`src/rtl/rvx_pkg.sv`:
```
package rvx_pkg;
  localparam int XLEN   = 32;
  localparam int SHW    = $clog2(XLEN);
  localparam int IDXW   = 5;
  localparam int UIMM_LO = 12;

  localparam logic [6:0] MAJ_REG   = 7'b0110011;
  localparam logic [6:0] MAJ_LUI   = 7'b0110111;
  localparam logic [6:0] MAJ_AUIPC = 7'b0010111;
  localparam logic [6:0] TOP_BASE  = 7'b0000000;
  localparam logic [6:0] TOP_ALT   = 7'b0100000;

  typedef enum logic [3:0] {
    OP_ADD, OP_SUB, OP_SLL, OP_SLT, OP_SLTU, OP_XOR,
    OP_SRL, OP_SRA, OP_OR, OP_AND, OP_LUI, OP_AUIPC
  } alu_op_e;
endpackage

```
`src/rtl/rvx_rst_sync.sv`:
```
module rvx_rst_sync #(
  parameter int STAGES = 2
) (
  input  logic clk,
  input  logic rst_n,
  output logic rst_sync_n
);
  logic [STAGES-1:0] chain_q;

  always_ff @(posedge clk or negedge rst_n) begin
    if (!rst_n) chain_q <= '0;
    else        chain_q <= {chain_q[STAGES-2:0], 1'b1};
  end

  assign rst_sync_n = chain_q[STAGES-1];
endmodule

```
`src/rtl/rvx_decode.sv`:
```
module rvx_decode
  import rvx_pkg::*;
(
  input  logic [6:0] maj,
  input  logic [2:0] sub,
  input  logic [6:0] top,
  output alu_op_e    op,
  output logic       illegal
);
  logic top_base, top_alt;

  assign top_base = (top == TOP_BASE);
  assign top_alt  = (top == TOP_ALT);

  always_comb begin
    op      = OP_ADD;
    illegal = 1'b0;
    unique case (maj)
      MAJ_LUI:   op = OP_LUI;
      MAJ_AUIPC: op = OP_AUIPC;
      MAJ_REG: begin
        unique case (sub)
          3'b000: begin
            op      = top_alt ? OP_SUB : OP_ADD;
            illegal = !(top_base || top_alt);
          end
          3'b101: begin
            op      = top_alt ? OP_SRA : OP_SRL;
            illegal = !(top_base || top_alt);
          end
          3'b001: begin op = OP_SLL;  illegal = !top_base; end
          3'b010: begin op = OP_SLT;  illegal = !top_base; end
          3'b011: begin op = OP_SLTU; illegal = !top_base; end
          3'b100: begin op = OP_XOR;  illegal = !top_base; end
          3'b110: begin op = OP_OR;   illegal = !top_base; end
          default: begin op = OP_AND; illegal = !top_base; end
        endcase
      end
      default: illegal = 1'b1;
    endcase
  end
endmodule

```
`src/rtl/rvx_shifter.sv`:
```
module rvx_shifter #(
  parameter int W  = 32,
  localparam int AW = $clog2(W)
) (
  input  logic [W-1:0]  din,
  input  logic [AW-1:0] amt,
  input  logic          left,
  input  logic          arith,
  output logic [W-1:0]  dout
);
  logic [AW:0][W-1:0] stg;
  logic [W-1:0]       flipped_in;
  logic [W-1:0]       flipped_out;
  logic               fill;

  // A left shift is done as a right shift of the bit-reversed word.
  for (genvar b = 0; b < W; b++) begin : g_rev
    assign flipped_in[b]  = din[W-1-b];
    assign flipped_out[b] = stg[AW][W-1-b];
  end

  assign fill   = arith && !left && din[W-1];
  assign stg[0] = left ? flipped_in : din;

  for (genvar i = 0; i < AW; i++) begin : g_stage
    localparam int D = 1 << i;
    assign stg[i+1] = amt[i] ? {{D{fill}}, stg[i][W-1:D]} : stg[i];
  end

  assign dout = left ? flipped_out : stg[AW];
endmodule

```
`src/rtl/rvx_alu.sv`:
```
module rvx_alu
  import rvx_pkg::*;
(
  input  alu_op_e          op,
  input  logic [XLEN-1:0]  a,
  input  logic [XLEN-1:0]  b,
  input  logic [XLEN-1:0]  pc,
  input  logic [31:UIMM_LO] uimm_hi,
  output logic [XLEN-1:0]  result
);
  logic            is_sub;
  logic [XLEN-1:0] add_b;
  logic [XLEN-1:0] sum;
  logic [XLEN-1:0] uimm;
  logic [XLEN-1:0] shifted;
  logic            lt_s, lt_u;

  assign is_sub = (op == OP_SUB);
  assign add_b  = is_sub ? ~b : b;
  assign sum    = a + add_b + {{(XLEN-1){1'b0}}, is_sub};
  assign uimm   = {uimm_hi, {UIMM_LO{1'b0}}};
  assign lt_s   = $signed(a) < $signed(b);
  assign lt_u   = a < b;

  rvx_shifter #(.W(XLEN)) u_shift (
    .din   (a),
    .amt   (b[SHW-1:0]),
    .left  (op == OP_SLL),
    .arith (op == OP_SRA),
    .dout  (shifted)
  );

  always_comb begin
    unique case (op)
      OP_ADD, OP_SUB:         result = sum;
      OP_SLL, OP_SRL, OP_SRA: result = shifted;
      OP_SLT:                 result = {{(XLEN-1){1'b0}}, lt_s};
      OP_SLTU:                result = {{(XLEN-1){1'b0}}, lt_u};
      OP_XOR:                 result = a ^ b;
      OP_OR:                  result = a | b;
      OP_AND:                 result = a & b;
      OP_LUI:                 result = uimm;
      OP_AUIPC:               result = pc + uimm;
      default:                result = '0;
    endcase
  end
endmodule

```
`src/rtl/rvx_exec_unit.sv`:
```
module rvx_exec_unit
  import rvx_pkg::*;
(
  input  logic             clk,
  input  logic             rst_n,
  input  logic [31:0]      instr,
  input  logic [XLEN-1:0]  pc,
  input  logic [XLEN-1:0]  src_a,
  input  logic [XLEN-1:0]  src_b,
  output logic [IDXW-1:0]  wr_idx,
  output logic [XLEN-1:0]  wr_data,
  output logic             wr_en,
  output logic             bad_insn
);
  logic            rst_sync_n;
  alu_op_e         dec_op;
  logic            dec_illegal;
  logic [XLEN-1:0] alu_res;

  logic [IDXW-1:0] idx_d, idx_q;
  logic [XLEN-1:0] data_d, data_q;
  logic            we_d, we_q;
  logic            bad_d, bad_q;

  rvx_rst_sync #(.STAGES(2)) u_rst (
    .clk        (clk),
    .rst_n      (rst_n),
    .rst_sync_n (rst_sync_n)
  );

  rvx_decode u_dec (
    .maj     (instr[6:0]),
    .sub     (instr[14:12]),
    .top     (instr[31:25]),
    .op      (dec_op),
    .illegal (dec_illegal)
  );

  rvx_alu u_alu (
    .op      (dec_op),
    .a       (src_a),
    .b       (src_b),
    .pc      (pc),
    .uimm_hi (instr[31:UIMM_LO]),
    .result  (alu_res)
  );

  // next state
  always_comb begin
    idx_d  = instr[11:7];
    data_d = alu_res;
    bad_d  = dec_illegal;
    we_d   = !dec_illegal && (instr[11:7] != '0);
  end

  // registers
  always_ff @(posedge clk or negedge rst_sync_n) begin
    if (!rst_sync_n) begin
      idx_q  <= '0;
      data_q <= '0;
      we_q   <= 1'b0;
      bad_q  <= 1'b0;
    end else begin
      idx_q  <= idx_d;
      data_q <= data_d;
      we_q   <= we_d;
      bad_q  <= bad_d;
    end
  end

  assign wr_idx   = idx_q;
  assign wr_data  = data_q;
  assign wr_en    = we_q;
  assign bad_insn = bad_q;
endmodule

```
`config.mk`:
```
export PLATFORM = sky130hd
export DESIGN_NAME = rvx_exec_unit
export DESIGN_NICKNAME = d
export VERILOG_FILES = /design/src/rtl/rvx_pkg.sv /design/src/rtl/rvx_rst_sync.sv /design/src/rtl/rvx_decode.sv /design/src/rtl/rvx_shifter.sv /design/src/rtl/rvx_alu.sv /design/src/rtl/rvx_exec_unit.sv
export SDC_FILE = /design/constraint.sdc
export NUM_CORES = 1
export LEC_CHECK = 0
export BUFFER_PORTS_ARGS = -buffer_cell sky130_fd_sc_hd__buf_4
export CELL_PAD_IN_SITES_DETAIL_PLACEMENT = 0
export CELL_PAD_IN_SITES_GLOBAL_PLACEMENT = 2
export CORE_ASPECT_RATIO = 0.75
export CORE_MARGIN = 2
export CORE_UTILIZATION = 37
export DETAILED_ROUTE_END_ITERATION = 6
export GPL_TIMING_DRIVEN = 0
export MAX_ROUTING_LAYER = met4
export PLACE_DENSITY = 0.93
export REMOVE_ABC_BUFFERS = 1
export SYNTH_ARGS = -nofsm -noshare
export SYNTH_HDL_FRONTEND = slang
export SYNTH_SLANG_ARGS = --single-unit
```
`constraint.sdc`:
```
create_clock -name clk -period 3.9 [get_ports clk]
set_input_delay 0.195 -clock clk [delete_from_list [all_inputs] [get_ports clk]]
set_output_delay 0.195 -clock clk [all_outputs]
set_load 0.1 [all_outputs]
```
; ---- Word-level counts from Yosys, hierarchy flattened
; Cells that the tools add are included.
[word_totals]
word_cells = 66
in_bits = 130
ff_bits = 41
[classes]
n_addsub = 3
n_reduce_logical = 16
n_eq_ne = 21
magnitude_cmp = 2
muxes = 15
bitwise = 4
[op_table]
columns = op, count
row1 = $pmux W32 S9, 1
row2 = $mux W32, 8
row3 = $add A32 B32 Y32, 2
row4 = $lt A32 B32 Y1, 2
row5 = $add A32 B1 Y32, 1
row6 = $and A32 B32 Y32, 1
row7 = $not A32 Y32, 1
row8 = $or A32 B32 Y32, 1
row9 = $xor A32 B32 Y32, 1
row10 = $pmux W4 S7, 1
row11 = $eq A7 B6 Y1 const B, 3
row12 = $eq A4 B3 Y1 const B, 4
row13 = $eq A4 B4 Y1 const B, 4
row14 = $pmux W4 S3, 1
row15 = $eq A3 B3 Y1 const B, 3
row16 = $eq A4 B2 Y1 const B, 2
row17 = $eq A7 B5 Y1 const B, 1
row18 = $logic_not A7 Y1, 1
row19 = $eq A3 B2 Y1 const B, 2
row20 = $reduce_or A2 Y1, 3
row21 = $reduce_bool A5 Y1, 1
row22 = $eq A4 B1 Y1 const B, 1
row23 = $logic_not A1 Y1, 4
row24 = $logic_not A4 Y1, 1
row25 = other kinds (7), 11

; ---- Depth between registers and ports, before layout
[depth]
word_depth = 15
depth_mapped = 20
depth_no_buf = 18

; ---- Cells and area by module
; Synthesis repeated with hierarchy kept, for this count alone.
[unflattened]
hier_cells = 1365
hier_area_um2 = 10785.3
[modules_own_cells]
columns = module, seq_area_each_um2, instances, area_each_um2, cells_per_inst
row1 = rvx_alu, 0.0, 1, 5975.7, 835
row2 = rvx_shifter, 0.0, 1, 3594.7, 461
row3 = rvx_exec_unit, 975.9, 1, 989.7, 42
row4 = rvx_decode, 0.0, 1, 171.4, 24
row5 = rvx_rst_sync, 50.0, 1, 53.8, 3

; ---- Worst setup path before layout
; Ideal clock, no wire load.
[synth_timing]
path_kind = in2reg
startpoint = input port instr[3]
endpoint = register data_q[28] (netlist: wr_data[28])
arrival_ps = 4164
path_slack_ps = -396
path_buffers = 2
required_ps = 3769
setup_ps = 131
cell_stages = 18
path_cell_list = nand3b_1 -> nor3_1 -> nand2b_1 -> clkbuf_1 -> nand2_1 -> nand2_1 -> clkbuf_1 -> xnor2_1 -> ha_1 -> a21oi_1 -> o22ai_1 -> o31a_1 -> o21ai_1 -> a31oi_1 -> a221oi_1 -> or4_1 -> a21oi_1 -> or3_1
[synth_between]
elab_chain_len = 13
[synth_lines]
columns = element, line
row1 = "start, declared", rvx_exec_unit.sv:6  ; input logic [31:0] instr,
row2 = $eq A7 B6 Y1 / $eq A7 B5 Y1 (equally long branches), rvx_decode.sv:18  ; unique case (maj)
row3 = $pmux W4 S3 *, rvx_decode.sv:18
row4 = "parallel branches: the longest is 10 deep, another holds $add A32 B32 Y32", n/a
row5 = $pmux W32 S9 *, rvx_alu.sv:34  ; unique case (op)
row6 = net alu_res[28], rvx_exec_unit.sv:18  ; logic [XLEN-1:0] alu_res;
row7 = "end signal, assigned", rvx_exec_unit.sv:65  ; data_q <= data_d;
row8 = "end, declared", rvx_exec_unit.sv:21  ; logic [XLEN-1:0] data_d, data_q;
; Mark *: on every way through the listed nets, which the timed path passes.

; ---- Final worst setup path
[layout_timing]
startpoint = input port instr[26]
endpoint = register data_q[23] (netlist: wr_data[23])
[layout_between]
elab_chain_len = 15
[layout_lines]
columns = element, line
row1 = $eq A7 B6 Y1 *, rvx_decode.sv:13  ; assign top_alt = (top == TOP_ALT);
row2 = $mux W1, "rvx_decode.sv:24, rvx_decode.sv:28"
row3 = $pmux W4 S7 *, rvx_decode.sv:22  ; unique case (sub)
row4 = $pmux W4 S3 *, rvx_decode.sv:18
row5 = "parallel branches: the longest is 10 deep, another holds $add A32 B32 Y32", n/a
row6 = $pmux W32 S9 *, rvx_alu.sv:34
row7 = net alu_res[23], rvx_exec_unit.sv:18
; Marked as above.

==> metrics <==
placed cells 1690; ys flop type dfrtp_1; Setup violations, final 1; Pwr Density 259 mW/mm^2; Starting DRT DRC Count between 1000 and 1500; CP Capture Type flip-flop; share of cells above drive strength 1 25.5%; Setup Skew 7.27 ps; fin util a little under half; fin worst setup slack -37.1 ps; worst setup path category in2reg; relative slew slack between 20% and 30%; die area between 0.02 and 0.03 mm^2; Area contributors post-synth ha_1, dfrtp_1, mux4_2; Syn Inst Count about 1200; Total Routing Usage GR a little under a third; CTS Root Cell clkbuf_16; largest net degree at the start of global routing 44; simple-gate share of the synthesized area approximately 16%; remaining global-route overflow 0; Leakage a little under 6 nW; CTS H-tree depth 2; status complete, but fails checks; CP Max Fanout 8; Routed WL 44300 um; CP required just over 4000 ps; Fmax roughly 0.25 GHz; Synth Area in XOR/XNOR 6.21%; Synth warnings 0; Sink Count 41; Worst Setup Start Kind primary input; Die Span X around 190 um; Post-synth EDFFs 0; row cnt between 50 and 60; Synth Cell Area about 0.010 mm^2; first-pass GRT wire length between 60000 and 70000 um; hold violation count in the final report 0; Avg Inst Size Synth roughly 8.1 um^2; largest family of logic cells by synthesized area compound AO/OA/AOI/OAI gates; initial antenna violation count 0; DRC 0; ANT cells 0; Clock Tree Buf Depth 2; top-count cell post-synth ha_1; # IOs about 170; Port Buf Inserts roughly 170; Synth top cells by count ha_1, nand2_1, a21oi_1; Tmin final between 3000 and 4000 ps; Yosys reg bits 41; setup TNS -37.1 ps; Arr. time, crit path between 4000 and 5000 ps; fin cells roughly 1700; failing checks setup timing; vias approximately 11000; share of the synthesized area in the top cell type between 10% and 20%; post-synthesis adder-cell area fraction approximately a fifth; nets approximately 1700; Peak VDD IR 0.413 mV; ys async rst share 100%; Worst Hold Class reg2async; CTS tree yes; RSZ-0062 raised after global routing yes; vias in the first global route roughly 10000; die height ~150 um; Worst-path clk slew approximately 70 ps; routability cong. ~1; Wirelength per Cell approximately 25 um; count of cell types in the netlist approximately 80; post-route ant nets 0; Placeable Area ~0.027 mm^2; Vias/cell 6.28; Max Cap Viol 0; Fin Hold WS between 150 and 200 ps; Area Overhead vs Synth 26.8%; Initial Util a little under two fifths; mux cell area share after synthesis between 10% and 20%; sequential area share after synthesis 10.3%; Least-Margin Pin Slew between 1000 and 1500 ps; Tcrit/Tclk final 101%; post-synthesis compound-gate area fraction 25.4%; post-detail-place hpwl between 30000 and 40000 um; DR pass1 iterations 6; area leader, netlist ha_1; Final Max Slew Viols 0; Clk Latency, worst-skew pair roughly 300 ps; CTS Buf Count 5
==> where the power goes <==
group	internal, W	switching (W)	total (W)
logic	0.000736	0.00150	0.00224
registers	0.000505	0.0000321	0.000537
clock network	0.000321	0.000197	0.000517
==> cell families (layout without fill, tap and decap cells) <==
family / Yosys count / after routing
AO/OA/AOI/OAI: 373 / 373
AND/OR/NAND/NOR: 323 / 324
buffers and inverters: 164 / 323
adder cells (fa/ha/maj): 155 / 155
multiplexers: 109 / 109
XOR/XNOR: 71 / 71
flip-flops: 41 / 41
other: 1 / 1
==> layout make-up <==
cell class | instances | area, um^2
fillers | 2694 | 14100
multi-input cells | 1033 | 8830
repair buffers | 227 | 1890
flip-flops and latches | 41 | 1030
well taps | 351 | 439
inverters | 88 | 330
clock buffers | 7 | 143
clock inverters | 1 | 30.0
==> per-stage QoR <==
| step | area (um^2) | setup WS (ps) | total power (W) |
|---|---|---|---|
| after floorplan | 9670 | -1430 | 0.00195 |
| after global placement | 11400 | -4590 | 0.00262 |
| after detailed placement | 11500 | -2700 | 0.00262 |
| after CTS | 12200 | -20.7 | 0.00320 |
| after global routing | 12700 | -83.9 | 0.00344 |
| final | 12700 | -37.1 | 0.00329 |
==> worst paths after layout <==
kind	from	endpoint	slack, ps	cells after the start
setup / recovery	instr[26]	wr_data[23]$_DFF_PN0_	-40	22
hold / removal	u_rst.chain_q[1]$_DFF_PN0_	wr_data[30]$_DFF_PN0_	170	0
setup reg to reg	u_rst.chain_q[1]$_DFF_PN0_	wr_data[11]$_DFF_PN0_	3240	1
hold reg to reg	u_rst.chain_q[1]$_DFF_PN0_	wr_data[30]$_DFF_PN0_	170	0
max in group asynchronous	u_rst.chain_q[1]$_DFF_PN0_	wr_data[11]$_DFF_PN0_	3240	1
min in group clk	pc[4]	wr_data[4]$_DFF_PN0_	210	3
==> placed cells by master, fill, tap and decap left out, types with 26 or more instances in the layout <==
| cell | count |
|---|---|
| o21ai_0 | 61 |
| a21oi_1 | 80 |
| mux2i_1 | 59 |
| mux4_2 | 42 |
| buf_4 | 203 |
| nor2_1 | 84 |
| nand2_1 | 105 |
| a21o_1 | 26 |
| dfrtp_1 | 40 |
| ha_1 | 146 |
| xnor2_1 | 43 |
| inv_1 | 86 |
==> worst max-delay path, stage by stage <==
cell and delay (ps):
buf_6 110, nor4_4 390, a21oi_4 130, o21ai_4 200, nand3_4 100, nand2_4 110, nand2_8 80, buf_16 170
buf_12 150, xnor2_2 120, ha_1 340, buf_4 150, buf_4 120, nand3_1 150, nor2_1 70, o31a_1 110
a21oi_2 250, a21oi_4 130, o21ai_4 300, nand2_2 150, xor2_1 200, a211o_1 340
==> sequential cells by signal, indices dropped and copies added, names as in the netlist <==
signal,count
bad_insn,1
u_rst.chain_q,2
wr_data,32
wr_en,1
wr_idx,5
==> metal layers <==
layer	part of all wire, %	up-vias	global-route usage [%]
li1	-	4948	-
met1	46	5292	46.8
met2	41	664	42.6
met3	10	73	5.57
met4	2.8	0	7.54
met5	0	-	-
==> repair_timing <==
| item | 4_1_cts | 5_1_grt |
|---|---|---|
| setup endpoints to repair | 31 | 20 |
| endpoints found under the hold margin | 6 | 1 |
| cloned | 2 | 0 |
| setup buffers | 19 | 23 |
| pin swaps | 21 | 30 |
| hold buffers | 5 | 1 |
| gates resized for setup | 49 | 43 |
Note: power is estimated with default switching activity, not from simulation.
